## src/rtl/tpoll_pkg.sv

```systemverilog
package tpoll_pkg;
  typedef enum logic [1:0] {
    ST_IDLE = 2'd0,
    ST_REQ  = 2'd1,
    ST_WAIT = 2'd2
  } tpoll_state_e;
endpackage

```

## src/rtl/tpoll_lane.sv

```systemverilog
// One byte lane: previous toggle-bit sample plus a sticky done flag.
module tpoll_lane (
  input  logic clk,
  input  logic rst_n,
  input  logic init,       // accepted start
  input  logic init_done,  // lane not selected -> done from the outset
  input  logic prime_cap,  // priming read arrives
  input  logic cmp_cap,    // comparison read arrives
  input  logic tog,        // this lane's toggle bit of the current read
  output logic done_q,
  output logic done_nxt    // value done_q takes if this read is a comparison
);
  logic last_q;

  assign done_nxt = done_q | (tog == last_q);

  always_ff @(posedge clk) begin
    if (!rst_n) begin
      done_q <= 1'b0;
      last_q <= 1'b0;
    end else if (init) begin
      done_q <= init_done;
    end else if (prime_cap) begin
      last_q <= tog;
    end else if (cmp_cap) begin
      done_q <= done_nxt;
      last_q <= tog;
    end
  end
endmodule

```

## src/rtl/tpoll_ctrl.sv

```systemverilog
// Sequencer: priming read, comparison reads, poll limit, end strobe.
module tpoll_ctrl
  import tpoll_pkg::*;
#(
  parameter int MAX_POLLS = 1000
) (
  input  logic clk,
  input  logic rst_n,
  input  logic start,
  input  logic all_done_q,
  input  logic all_done_nxt,
  output logic rd_req_valid,
  input  logic rd_req_ready,
  input  logic rd_rsp_valid,
  output logic rd_rsp_ready,
  output logic init,
  output logic prime_cap,
  output logic cmp_cap,
  output logic done_pulse,
  output logic timeout
);
  localparam int CNT_W = $clog2(MAX_POLLS + 1);
  localparam logic [CNT_W-1:0] LAST_POLL = CNT_W'(MAX_POLLS - 1);

  tpoll_state_e     state_q;
  logic             prime_q;
  logic [CNT_W-1:0] poll_cnt_q;
  logic             rsp_fire;
  logic             finish_all;
  logic             hit_limit;

  assign rd_req_valid = (state_q == ST_REQ);
  assign rd_rsp_ready = (state_q == ST_WAIT);
  assign init         = (state_q == ST_IDLE) && start;
  assign rsp_fire     = rd_rsp_ready && rd_rsp_valid;
  assign prime_cap    = rsp_fire && prime_q;
  assign cmp_cap      = rsp_fire && !prime_q;
  assign finish_all   = prime_q ? all_done_q : all_done_nxt;
  assign hit_limit    = cmp_cap && (poll_cnt_q == LAST_POLL);

  always_ff @(posedge clk) begin
    if (!rst_n) begin
      state_q    <= ST_IDLE;
      prime_q    <= 1'b0;
      poll_cnt_q <= '0;
      done_pulse <= 1'b0;
      timeout    <= 1'b0;
    end else begin
      done_pulse <= 1'b0;
      unique case (state_q)
        ST_IDLE: begin
          if (start) begin
            state_q    <= ST_REQ;
            prime_q    <= 1'b1;
            poll_cnt_q <= '0;
            timeout    <= 1'b0;
          end
        end
        ST_REQ: begin
          if (rd_req_ready) state_q <= ST_WAIT;
        end
        ST_WAIT: begin
          if (rd_rsp_valid) begin
            prime_q <= 1'b0;
            if (cmp_cap) poll_cnt_q <= poll_cnt_q + 1'b1;
            if (finish_all) begin
              state_q    <= ST_IDLE;
              done_pulse <= 1'b1;
            end else if (hit_limit) begin
              state_q    <= ST_IDLE;
              done_pulse <= 1'b1;
              timeout    <= 1'b1;
            end else begin
              state_q <= ST_REQ;
            end
          end
        end
        default: state_q <= ST_IDLE;
      endcase
    end
  end
endmodule

```

## src/rtl/lane_toggle_poller.sv

```systemverilog
module lane_toggle_poller #(
  parameter int LANES     = 4,
  parameter int LANE_W    = 8,
  parameter int TOG_POS   = 6,
  parameter int MAX_POLLS = 1000
) (
  input  logic                    clk,
  input  logic                    rst_n,
  input  logic                    start,
  input  logic [LANES-1:0]        lane_sel,
  output logic                    rd_req_valid,
  input  logic                    rd_req_ready,
  input  logic                    rd_rsp_valid,
  output logic                    rd_rsp_ready,
  input  logic [LANES*LANE_W-1:0] rd_rsp_data,
  output logic                    done_pulse,
  output logic [LANES-1:0]        lane_done,
  output logic                    timeout
);
  localparam int DATA_W = LANES * LANE_W;

  logic             init, prime_cap, cmp_cap;
  logic [LANES-1:0] done_nxt;
  logic             unused_data_bits;

  // Only the toggle bit of each lane is decoded.
  assign unused_data_bits = ^rd_rsp_data[DATA_W-1:0];

  for (genvar g = 0; g < LANES; g++) begin : g_lane
    tpoll_lane u_lane (
      .clk       (clk),
      .rst_n     (rst_n),
      .init      (init),
      .init_done (~lane_sel[g]),
      .prime_cap (prime_cap),
      .cmp_cap   (cmp_cap),
      .tog       (rd_rsp_data[g*LANE_W + TOG_POS]),
      .done_q    (lane_done[g]),
      .done_nxt  (done_nxt[g])
    );
  end

  tpoll_ctrl #(.MAX_POLLS(MAX_POLLS)) u_ctrl (
    .clk          (clk),
    .rst_n        (rst_n),
    .start        (start),
    .all_done_q   (&lane_done),
    .all_done_nxt (&done_nxt),
    .rd_req_valid (rd_req_valid),
    .rd_req_ready (rd_req_ready),
    .rd_rsp_valid (rd_rsp_valid),
    .rd_rsp_ready (rd_rsp_ready),
    .init         (init),
    .prime_cap    (prime_cap),
    .cmp_cap      (cmp_cap),
    .done_pulse   (done_pulse),
    .timeout      (timeout)
  );
endmodule

```

## config.mk

```make
export PLATFORM = sky130hd
export DESIGN_NAME = lane_toggle_poller
export DESIGN_NICKNAME = d
export VERILOG_FILES = /design/src/rtl/tpoll_pkg.sv /design/src/rtl/tpoll_lane.sv /design/src/rtl/tpoll_ctrl.sv /design/src/rtl/lane_toggle_poller.sv
export SDC_FILE = /design/constraint.sdc
export NUM_CORES = 1
export LEC_CHECK = 0
export CORE_MARGIN = 1.5
export CORE_UTILIZATION = 44
export CTS_BUF_LIST = sky130_fd_sc_hd__clkbuf_8
export DETAILED_ROUTE_END_ITERATION = 10
export PLACE_DENSITY_LB_ADDON = 0.25
export SLEW_MARGIN = 5
export SYNTH_ARGS = -nofsm -noshare
export SYNTH_HDL_FRONTEND = slang
export SYNTH_HIERARCHICAL = 1
export SYNTH_SLANG_ARGS = --single-unit
```

## constraint.sdc

```tcl
create_clock -name clk -period 2.1 [get_ports clk]
set_input_delay 0.42 -clock clk [delete_from_list [all_inputs] [get_ports clk]]
set_output_delay 0.42 -clock clk [all_outputs]
set_load 0.02 [all_outputs]
```

==> summary.txt <==
Timing
  – Final setup fails: 0
  – Worst-margin pin slew: between 300 and 400 ps
  – Unrepaired setup endpoints after global routing: false
  – Hold Vio Cnt, Final: 0
  – Fmax: ~530 MHz
  – Min Tclk post-route: 1873 ps
  – Worst clock skew: 5.721 ps
  – Max-slew headroom: 0.7438
  – Final Max Tran Viols: 0
  – Period utilisation layout: 0.8918

Logic synthesis
  – Ys Warns: 6
  – Syn nets: 176
  – Synth unique cells: 33
  – Post-Syn Instances: 134
  – Seq cells post-synth: 23
  – Register area share after synthesis: 0.3721
  – Syn Area/Cell: 9.235 µm²
  – Mapped cell area: 1237 µm²

Global routing
  – Global-route wire length before repair: 4340 µm
  – GR Overflow Total: 0
  – Largest net degree at the start of global routing: 18
  – All-Layer GR Usage: 0.1701
  – Vias in the first global route: 1029
  – Initial antenna violation count: 0

Clock network
  – Post-CTS Setup Bufs: 0
  – TritonCTS clock tree: done
  – Clock slew seen by the registers of the worst setup and hold paths: 80 ps
  – Post_cts resized: 0
  – Root Buffer: clkbuf_8
  – Clock Latency Late Sink: 260 ps
  – Cts bufs inserted: 3
  – Quantity of hold-fixing buffers added after cts: 0
  – Worst-case clock buffer depth: 2
  – Clock sinks: 23
  – H-tree levels: 1

Hold path
  – Hold endpoint: u_ctrl/poll_cnt_q[1]
  – Hold Crit Class: flop to flop
  – Hold Startpoint: u_ctrl/poll_cnt_q[1]
  – Min-Delay Path Depth: 2

Detailed routing
  – DRC viols: 0
  – Post-route antenna net violation count: 0
  – Initial DRT Pass Iterations: 4
  – DR vias/cell: 5.443
  – Drt wl/cell: 12.80 µm
  – Final WL: approximately 2500 µm
  – Routed via count: 1056
  – Initial DRC Count: 29

Layout
  – Layout net count: approximately 200
  – Final std cells w/o fill: 194
  – Antenna cell count: 0
  – Core Util, Final: 0.5813
  – Layout cells sized above 1: 0.07975
  – Synthesis-to-layout area growth: 27.30%

Critical path
  – Crit start category: input pin
  – Critical path required time: 2240 ps
  – Critical-path maximum fanout: 7
  – CP Capture Type: flop
  – Crit Reg-Reg Endpoint: u_ctrl/poll_cnt_q[9]
  – Crit path DAT: 2020 ps
  – Crit Path Class: input pin to flop
  – Reg2Reg Launch Point: u_ctrl/state_q[1]
  – R2r setup slk: roughly 440 ps
  – Cells on worst reg2reg path: 5

Floorplan
  – I/O pin count: 49
  – Starting density of the core: 0.4566
  – Die Width: 56.03 µm
  – Rows: 19
  – Die Span Y: 56.03 µm
  – Core Region: roughly 2700 µm²
  – DIE AREA: 3139 µm²

Power and ir drop
  – Worst vdd ir: 0.3713 mV
  – Tot Pwr: approximately 0.00091 W
  – PwrDens: 576.1 nW/µm²
  – Leakage power: between 0.6 and 0.7 nW

Job
  – Max-cap violations: 0

Place
  – GPL Wtd Cong: a little over 0.8
  – HPWL Detailed: 1857 µm
  – Port Buffer Count: 20
  – Dpl cells: 190

Run status
  – Status: finished clean
-- report_power, final --
group | internal, W | total (W) | switching, W
clock | 0.000132 | 0.000271 | 0.000139
combinational | 0.0000897 | 0.000170 | 0.0000798
sequential | 0.000451 | 0.000467 | 0.0000159
-- cell usage in the layout (no fill, tap or decap), types with 5 or more instances in the layout --
cell             instances
nand2b_1                 5
or3b_1                   5
nor2_1                  12
buf_4                    6
nand2_1                 11
xnor2_1                  6
clkdlybuf4s50_1         19
nor2b_1                  7
xor2_1                   7
mux2i_1                  8
dfxtp_1                 23
inv_1                    8
-- registers in the layout, summed over array words and instances (netlist names) --
| register | count |
|---|---|
| u_ctrl/state_q | 2 |
| u_ctrl/timeout | 1 |
| g_lane.u_lane/done_q | 4 |
| u_ctrl/prime_q | 1 |
| u_ctrl/poll_cnt_q | 10 |
| g_lane.u_lane/last_q | 4 |
| u_ctrl/done_pulse | 1 |
-- cell type report --
class / count / area [µm²]
clock buffer: 3 / 41.29
clock inverter: 1 / 5.005
fill: 253 / 1135
inverter: 8 / 30.03
multi-input combinational: 101 / 732.0
sequential: 23 / 460.4
tap: 31 / 38.79
timing repair buffer: 27 / 267.8
-- kinds of logic after synthesis --
family,after synthesis,synth area share
XOR/XNOR,13,0.09201
AND/OR/NAND/NOR,54,0.2447
multiplexers,8,0.06471
adder cells (fa/ha/maj),1,0.01011
flip-flops,23,0.3721
AO/OA/AOI/OAI,25,0.1800
buffers and inverters,10,0.03640
-- synthesized netlist by cell type --
cell type | n | area [µm²]
a2111oi_4 | 2 | 55.05
a211oi_1 | 3 | 22.52
a21oi_1 | 4 | 20.02
and2_1 | 1 | 6.260
and3_1 | 2 | 12.51
and4_1 | 2 | 17.52
buf_6 | 1 | 11.26
clkbuf_1 | 1 | 3.750
dfxtp_1 | 23 | 460.4
ha_1 | 1 | 12.51
inv_1 | 8 | 30.03
mux2i_1 | 8 | 80.08
nand2_1 | 11 | 41.29
nand2b_1 | 5 | 31.28
nand3_1 | 2 | 10.01
nand3b_1 | 1 | 7.510
nand4_1 | 2 | 12.51
nand4b_1 | 1 | 8.760
nand4bb_1 | 1 | 11.26
nor2_1 | 12 | 45.04
nor2b_1 | 7 | 43.79
nor3_1 | 1 | 5.000
nor4_1 | 1 | 6.260
o2111ai_1 | 1 | 8.760
o211a_1 | 4 | 40.04
o21ai_0 | 4 | 20.02
o21bai_1 | 4 | 30.03
o2bb2ai_1 | 1 | 8.760
o311ai_0 | 1 | 8.760
o31a_1 | 1 | 8.760
or3b_1 | 5 | 43.79
xnor2_1 | 6 | 52.55
xor2_1 | 7 | 61.31
-- critical path: stages --
cell,delay (ps)
clkdlybuf4s50_1,470
or3b_1,370
buf_4,190
a2111oi_4,350
xnor2_1,150
nor2_1,50
-- routing by layer --
| layer | up-vias | share of wire | track usage |
|---|---|---|---|
| met5 | - | 0 | 0 |
| met1 | 508 | 0.48 | 0.2134 |
| met4 | 0 | 0.0064 | 0.05102 |
| met3 | 2 | 0.031 | 0.02326 |
| met2 | 12 | 0.48 | 0.3008 |
| li1 | 534 | - | - |
-- per-stage QoR --
step                      setup TNS [ps]  hold WS (ps)  worst slack (ps)  instance area, µm²
after detailed placement          -124.0         506.8            -47.80                1526
after global placement            -59.01         463.1            -33.01                1526
after floorplan                        0         450.4             376.0                1237
final                                  0         512.6             227.2                1575
after global routing                   0         538.0             154.1                1575
after CTS                              0         518.6             80.83                1573
-- how the worst max path moves through the flow --
stage                                  from                       to  cells past startpoint  slack [ps]
after floorplan                       start  g_lane[0].u_lane/last_q                      6         380
after global routing                  start     u_ctrl/poll_cnt_q[8]                      6         150
final                                 start     u_ctrl/poll_cnt_q[9]                      6         230
after detailed placement              start     u_ctrl/poll_cnt_q[9]                      6         -50
after global placement                start     u_ctrl/poll_cnt_q[9]                      6         -30
after CTS                 u_ctrl/state_q[1]             rd_rsp_ready                      2          80
(Power assumes the default switching activity.)
